### config.mk
export PLATFORM = sky130hd
export DESIGN_NAME = spi_reg_port
export DESIGN_NICKNAME = d
export VERILOG_FILES = /design/src/rtl/spi_reg_pkg.sv /design/src/rtl/spi_reg_sync.sv /design/src/rtl/spi_reg_bank.sv /design/src/rtl/spi_reg_frame.sv /design/src/rtl/spi_reg_port.sv
export SDC_FILE = /design/constraint.sdc
export NUM_CORES = 1
export LEC_CHECK = 0
export BUFFER_PORTS_ARGS = -buffer_cell sky130_fd_sc_hd__clkbuf_2
export CAP_MARGIN = 40
export CORE_AREA = 5 5 144 215
export DETAILED_ROUTE_END_ITERATION = 10
export DIE_AREA = 0 0 149 220
export GPL_TIMING_DRIVEN = 0
export PLACE_DENSITY = 0.87
export SLEW_MARGIN = 20
export SYNTH_ARGS = -nofsm -noshare
export SYNTH_HDL_FRONTEND = slang
export SYNTH_HIERARCHICAL = 1
export SYNTH_SLANG_ARGS = --single-unit
### constraint.sdc
create_clock -name clk_i -period 3.35 [get_ports clk_i]
set_input_delay 0.5025 -clock clk_i [delete_from_list [all_inputs] [get_ports clk_i]]
set_output_delay 0.5025 -clock clk_i [all_outputs]
set_load 0.05 [all_outputs]
### src/rtl/spi_reg_pkg.sv
package spi_reg_pkg;
  localparam int unsigned BYTE_W = 8;
  localparam int unsigned PTR_W  = 7;

  typedef enum logic [2:0] {
    ST_IDLE,
    ST_HDR,
    ST_PTR,
    ST_WDAT,
    ST_RDAT,
    ST_SKIP
  } frame_st_e;
endpackage

### src/rtl/spi_reg_sync.sv
module spi_reg_sync #(
  parameter int unsigned WIDTH = 3
) (
  input  logic             clk_i,
  input  logic             rst_ni,
  input  logic [WIDTH-1:0] d_i,
  output logic [WIDTH-1:0] lvl_o,
  output logic [WIDTH-1:0] rise_o,
  output logic [WIDTH-1:0] fall_o
);
  for (genvar g = 0; g < WIDTH; g++) begin : g_bit
    // two sync stages plus one history stage; reset low so a pin held low at release gives no fall
    logic [2:0] q;
    always_ff @(posedge clk_i or negedge rst_ni) begin
      if (!rst_ni) q <= 3'b000;
      else         q <= {q[1:0], d_i[g]};
    end
    assign lvl_o[g]  = q[1];
    assign rise_o[g] = q[1] & ~q[2];
    assign fall_o[g] = ~q[1] & q[2];
  end
endmodule

### src/rtl/spi_reg_bank.sv
module spi_reg_bank
  import spi_reg_pkg::*;
#(
  parameter int unsigned NUM_REGS = 32
) (
  input  logic                       clk_i,
  input  logic                       rst_ni,
  input  logic                       we_i,
  input  logic [PTR_W-1:0]           wa_i,
  input  logic [BYTE_W-1:0]          wd_i,
  input  logic [PTR_W-1:0]           ra_i,
  output logic [BYTE_W-1:0]          rd_o,
  output logic [NUM_REGS*BYTE_W-1:0] regs_o
);
  localparam int unsigned IDX_W = (NUM_REGS > 1) ? $clog2(NUM_REGS) : 1;
  localparam logic [PTR_W:0] LIMIT = NUM_REGS[PTR_W:0];

  logic [BYTE_W-1:0] mem [NUM_REGS];
  logic ra_ok, wa_ok;

  assign ra_ok = {1'b0, ra_i} < LIMIT;
  assign wa_ok = {1'b0, wa_i} < LIMIT;

  for (genvar i = 0; i < NUM_REGS; i++) begin : g_reg
    always_ff @(posedge clk_i or negedge rst_ni) begin
      if (!rst_ni)                                   mem[i] <= '0;
      else if (we_i && wa_ok && wa_i[IDX_W-1:0] == IDX_W'(i)) mem[i] <= wd_i;
    end
    assign regs_o[i*BYTE_W +: BYTE_W] = mem[i];
  end

  assign rd_o = ra_ok ? mem[ra_i[IDX_W-1:0]] : '0;

  a_r9_oob_write_ignored: assert property (@(posedge clk_i) disable iff (!rst_ni)
    (we_i && !wa_ok) |=> $stable(regs_o));
endmodule

### src/rtl/spi_reg_frame.sv
module spi_reg_frame
  import spi_reg_pkg::*;
#(
  parameter logic [PTR_W-1:0] CHIP_ADDR = 7'b1001111
) (
  input  logic              clk_i,
  input  logic              rst_ni,
  input  logic              cs_rise_i,
  input  logic              cs_fall_i,
  input  logic              sclk_rise_i,
  input  logic              sclk_fall_i,
  input  logic              sdi_i,
  input  logic [BYTE_W-1:0] rd_data_i,
  output logic [PTR_W-1:0]  rd_addr_o,
  output logic              we_o,
  output logic [PTR_W-1:0]  wr_addr_o,
  output logic [BYTE_W-1:0] wr_data_o,
  output logic              sdo_o,
  output logic              sdo_oe_o
);
  frame_st_e         st_q;
  logic [2:0]        bit_cnt_q;
  logic [6:0]        sh_q;
  logic [BYTE_W-1:0] tx_q;
  logic [PTR_W-1:0]  ptr_q;
  logic              incr_q;
  logic              we_q;
  logic [PTR_W-1:0]  wa_q;
  logic [BYTE_W-1:0] wd_q;
  logic              sdo_q;
  logic              oe_q;

  logic [BYTE_W-1:0] byte_w;
  logic              last_bit;
  logic [PTR_W-1:0]  ptr_nxt;

  assign byte_w   = {sh_q, sdi_i};
  assign last_bit = (bit_cnt_q == 3'd7);
  assign ptr_nxt  = incr_q ? ptr_q + 7'd1 : ptr_q;
  // prefetch: header uses current pointer, streaming uses the following one
  assign rd_addr_o = (st_q == ST_RDAT) ? ptr_nxt : ptr_q;

  always_ff @(posedge clk_i or negedge rst_ni) begin
    if (!rst_ni) begin
      st_q      <= ST_IDLE;
      bit_cnt_q <= '0;
      sh_q      <= '0;
      tx_q      <= '0;
      ptr_q     <= '0;
      incr_q    <= 1'b0;
      we_q      <= 1'b0;
      wa_q      <= '0;
      wd_q      <= '0;
      sdo_q     <= 1'b0;
      oe_q      <= 1'b0;
    end else begin
      we_q <= 1'b0;
      if (cs_rise_i) begin
        st_q <= ST_IDLE;
        oe_q <= 1'b0;
      end else if (cs_fall_i) begin
        st_q      <= ST_HDR;
        bit_cnt_q <= '0;
        oe_q      <= 1'b0;
      end else begin
        unique case (st_q)
          ST_HDR, ST_PTR, ST_WDAT: begin
            if (sclk_rise_i) begin
              sh_q      <= byte_w[6:0];
              bit_cnt_q <= bit_cnt_q + 3'd1;
              if (last_bit) begin
                unique case (st_q)
                  ST_HDR: begin
                    if (sh_q == CHIP_ADDR) begin
                      st_q <= sdi_i ? ST_RDAT : ST_PTR;
                      if (sdi_i) tx_q <= rd_data_i;
                    end else begin
                      st_q <= ST_SKIP;
                    end
                  end
                  ST_PTR: begin
                    incr_q <= byte_w[7];
                    ptr_q  <= byte_w[6:0];
                    st_q   <= ST_WDAT;
                  end
                  default: begin
                    we_q  <= 1'b1;
                    wa_q  <= ptr_q;
                    wd_q  <= byte_w;
                    ptr_q <= ptr_nxt;
                  end
                endcase
              end
            end
          end
          ST_RDAT: begin
            if (sclk_fall_i) begin
              oe_q      <= 1'b1;
              sdo_q     <= tx_q[7];
              bit_cnt_q <= bit_cnt_q + 3'd1;
              if (last_bit) begin
                tx_q  <= rd_data_i;
                ptr_q <= ptr_nxt;
              end else begin
                tx_q <= {tx_q[6:0], 1'b0};
              end
            end
          end
          default: ;
        endcase
      end
    end
  end

  assign we_o      = we_q;
  assign wr_addr_o = wa_q;
  assign wr_data_o = wd_q;
  assign sdo_o     = sdo_q;
  assign sdo_oe_o  = oe_q;

  a_r8_cs_rise_aborts: assert property (@(posedge clk_i) disable iff (!rst_ni)
    cs_rise_i |=> (st_q == ST_IDLE && !sdo_oe_o));
  a_r6_oe_only_in_read: assert property (@(posedge clk_i) disable iff (!rst_ni)
    sdo_oe_o |-> (st_q == ST_RDAT));
  a_r7_skip_no_write: assert property (@(posedge clk_i) disable iff (!rst_ni)
    (st_q == ST_SKIP) |-> (!we_o && !sdo_oe_o));
  a_r4_ptr_hold: assert property (@(posedge clk_i) disable iff (!rst_ni)
    (st_q == ST_WDAT && !incr_q) |=> $stable(ptr_q));
  a_r5_sdo_on_fall: assert property (@(posedge clk_i) disable iff (!rst_ni)
    !sclk_fall_i |=> $stable(sdo_o));
endmodule

### src/rtl/spi_reg_port.sv
module spi_reg_port
  import spi_reg_pkg::*;
#(
  parameter int unsigned      NUM_REGS  = 32,
  parameter logic [PTR_W-1:0] CHIP_ADDR = 7'b1001111
) (
  input  logic                       clk_i,
  input  logic                       rst_ni,
  input  logic                       cs_ni,
  input  logic                       sclk_i,
  input  logic                       sdi_i,
  output logic                       sdo_o,
  output logic                       sdo_oe_o,
  output logic [NUM_REGS*BYTE_W-1:0] regs_o
);
  localparam int unsigned N_PINS = 3;

  logic [N_PINS-1:0] pin_lvl, pin_rise, pin_fall;
  logic              we;
  logic [PTR_W-1:0]  wa, ra;
  logic [BYTE_W-1:0] wd, rd;

  spi_reg_sync #(.WIDTH(N_PINS)) u_sync (
    .clk_i  (clk_i),
    .rst_ni (rst_ni),
    .d_i    ({sdi_i, sclk_i, cs_ni}),
    .lvl_o  (pin_lvl),
    .rise_o (pin_rise),
    .fall_o (pin_fall)
  );

  spi_reg_frame #(.CHIP_ADDR(CHIP_ADDR)) u_frame (
    .clk_i       (clk_i),
    .rst_ni      (rst_ni),
    .cs_rise_i   (pin_rise[0]),
    .cs_fall_i   (pin_fall[0]),
    .sclk_rise_i (pin_rise[1]),
    .sclk_fall_i (pin_fall[1]),
    .sdi_i       (pin_lvl[2]),
    .rd_data_i   (rd),
    .rd_addr_o   (ra),
    .we_o        (we),
    .wr_addr_o   (wa),
    .wr_data_o   (wd),
    .sdo_o       (sdo_o),
    .sdo_oe_o    (sdo_oe_o)
  );

  spi_reg_bank #(.NUM_REGS(NUM_REGS)) u_bank (
    .clk_i  (clk_i),
    .rst_ni (rst_ni),
    .we_i   (we),
    .wa_i   (wa),
    .wd_i   (wd),
    .ra_i   (ra),
    .rd_o   (rd),
    .regs_o (regs_o)
  );

  a_r10_idle_until_cs_fall: assert property (@(posedge clk_i) disable iff (!rst_ni)
    (pin_lvl[0] && !pin_fall[0]) |=> !we);
endmodule

==> impl_metrics.env <==
export IMPL_status="finished, final reports clean"
export IMPL_die_area_um2=32780
export IMPL_slowest_stage="mux4_2"
export IMPL_cts_sink_count=311
export IMPL_critPathTopFamily="multiplexers"
export IMPL_pwr_share_clk_pct=45.7
export IMPL_layout_commonest_cell="dfrtp_1"
export IMPL_path_max_fanout=10
export IMPL_start_kind="flop"
export IMPL_routed_wl_um=46520
export IMPL_syn_to_final_growth_pct=21.88
export IMPL_via_count=10400
export IMPL_clock_latency_ps=560
export IMPL_fillCellCount=2196
export IMPL_grt_max_degree=92
export IMPL_seqPwrFrac_pct=52.0
export IMPL_overflow=0
export IMPL_cp_required_ps=3790
export IMPL_fmax_ghz=0.3021
export IMPL_post_dp_cell_area_um2=16350
export IMPL_slew_headroom_pct=40.93
export IMPL_min_from="sclk_i"
export IMPL_powerDensity_nw_per_um2=420.3
export IMPL_rows=77
export IMPL_hold_viol_final=0
export IMPL_die_h_um=220
export IMPL_nNetsFinal=1283
export IMPL_cts_tree="yes"
export IMPL_seq_area_um2=7784
export IMPL_cts_buffers_inserted=28
export IMPL_period_needed_ps=3310
export IMPL_setup_viol=0
export IMPL_antenna_cells=0
export IMPL_first_pass_iters=5
export IMPL_globalplace_congestion=0.9422
export IMPL_hold_path_class="in2reg"
export IMPL_finClkSkew_ps=19.42
export IMPL_stdcell_count=1692
export IMPL_max_cap_violations=0
export IMPL_drv_slew=0
export IMPL_cp_slowest_stage_delay_ps=590
export IMPL_wl_per_cell_um=27.50
export IMPL_start_util_pct=49.64
export IMPL_grt_setup_unrepaired="false"
export IMPL_cp_num_buf_inv=2
export IMPL_clockBufferDepth=3
export IMPL_dp_hpwl_um=33780
export IMPL_final_cell_area_um2=17600
export IMPL_portBuffers=262
export IMPL_tightest_slew_ps=886.1
export IMPL_cp_arrival_ps=3750
export IMPL_drive_gt1_share_pct=57.52
export IMPL_yosys_warnings=6
export IMPL_tns_ps=0
export IMPL_drt_iter0_drc=857
export IMPL_setup_ws_ps=40.11
export IMPL_critical_path_endpoint_type="flop"
export IMPL_dieWidth_um=149
export IMPL_crit_top_cell="mux2_4"
export IMPL_crit_type="reg2reg"
export IMPL_grt_pass1_vias=10820
export IMPL_antenna_found_initial=0
export IMPL_swShare_pct=21.41
export IMPL_vias_per_cell=6.147
export IMPL_cts_max_level=1
export IMPL_crit_path_start="u_frame/st_q[1]"
export IMPL_synthesis_nets=983
export IMPL_synthCells=975
export IMPL_crit_chain="buf_2 > nor2_1 > nand3_2 > mux2_4 > buf_4 > mux4_2 > mux2i_4 > a221o_1 > a31oi_1 > mux2_2 > mux2_4"
export IMPL_peakVddDrop_v=0.0003315
export IMPL_layout_common_cells="dfrtp_1 (310), mux2_2 (286), clkbuf_2 (268)"
export IMPL_r2r_start="u_frame/st_q[1]"
export IMPL_period_share_pct=98.80
export IMPL_cellInternalPower_mw=5.815
export IMPL_switching_power_mw=1.584
export IMPL_syn_area_um2=14440
export IMPL_ios=263
export IMPL_synth_area_per_cell_um2=14.81
export IMPL_global_route_usage_total_pct=27.79
export IMPL_cts_root_buffer="clkbuf_16"
export IMPL_drc=0
export IMPL_place_inst=1636
export IMPL_core_area_um2=29100
export IMPL_grt_first_pass_wirelength_um=67880
export IMPL_leakage_nw=8.828
export IMPL_multiInputGateArea_um2=6442
export IMPL_p_comb_share_pct=2.3
export IMPL_clk_pin_slew_worst_paths_ps=70
export IMPL_final_core_util_pct=60.51
export IMPL_ant_nets=0
export IMPL_dp_slack_ps=-811.7
==> layout make-up <==
cell class | instances | area share (%)
flip-flops and latches | 311 | 44.21
multi-input cells | 595 | 36.60
repair buffers | 271 | 8.266
clock buffers | 37 | 4.463
well taps | 395 | 2.807
plain buffers | 66 | 2.594
clock inverters | 15 | 1.016
inverters | 2 | 0.04264
==> metal layers <==
| metal | wire length [um] | up-vias | GRT usage (%) |
|---|---|---|---|
| met4 | 4241 | 0 | 21.50 |
| met5 | 0 | - | 0 |
| met1 | 15830 | 5431 | 31.71 |
| met3 | 3182 | 196 | 4.732 |
| li1 | - | 4243 | - |
| met2 | 23270 | 531 | 46.28 |
==> sequential cells by signal (all words and copies together), names as in the netlist <==
register	count
u_frame/bit_cnt_q	3
u_sync/g_bit.q	8
u_frame/sh_q	7
u_frame/we_o	1
u_frame/st_q	3
u_frame/tx_q	8
u_frame/sdo_oe_o	1
u_frame/ptr_q	7
u_frame/incr_q	1
u_frame/sdo_o	1
u_frame/wr_addr_o	7
u_bank/regs_o	256
u_frame/wr_data_o	8
==> worst paths after layout <==
path	cells past startpoint	slack (ps)	to
worst max-delay path	11	40	u_frame/tx_q[7]
worst min-delay path	1	50	u_sync/g_bit[1].q[0]
worst max register to register	11	40	u_frame/tx_q[7]
worst min register to register	0	350	u_sync/g_bit[0].q[1]
max in group asynchronous	5	1220	u_bank/regs_o[95]
min in group asynchronous	2	510	u_bank/regs_o[234]
==> through the flow <==
step	power (mW)	hold slack [ps]
2_1_floorplan	3.962	206.9
6_report	7.399	51.35
3_5_place_dp	4.089	337.9
3_3_place_gp	4.066	338.2
5_1_grt	7.606	43.52
4_1_cts	7.420	41.68
==> power by group through the flow <==
stage               Clock, mW  Combinational (mW)  Sequential, mW
floorplan                   0              0.0697            3.89
global placement            0               0.152            3.91
detailed placement          0               0.174            3.92
CTS                      3.40               0.176            3.84
global route             3.56               0.196            3.85
finish                   3.38               0.170            3.85
==> what timing repair did <==
action | CTS | global route
hold buffers | 1 | 0
gates resized for setup | 43 | 25
setup endpoints to repair | 8 | 8
setup buffers | 1 | 2
hold endpoints to repair | 68 | 0
pin swaps | 4 | 3
(Power assumes the default switching activity.)
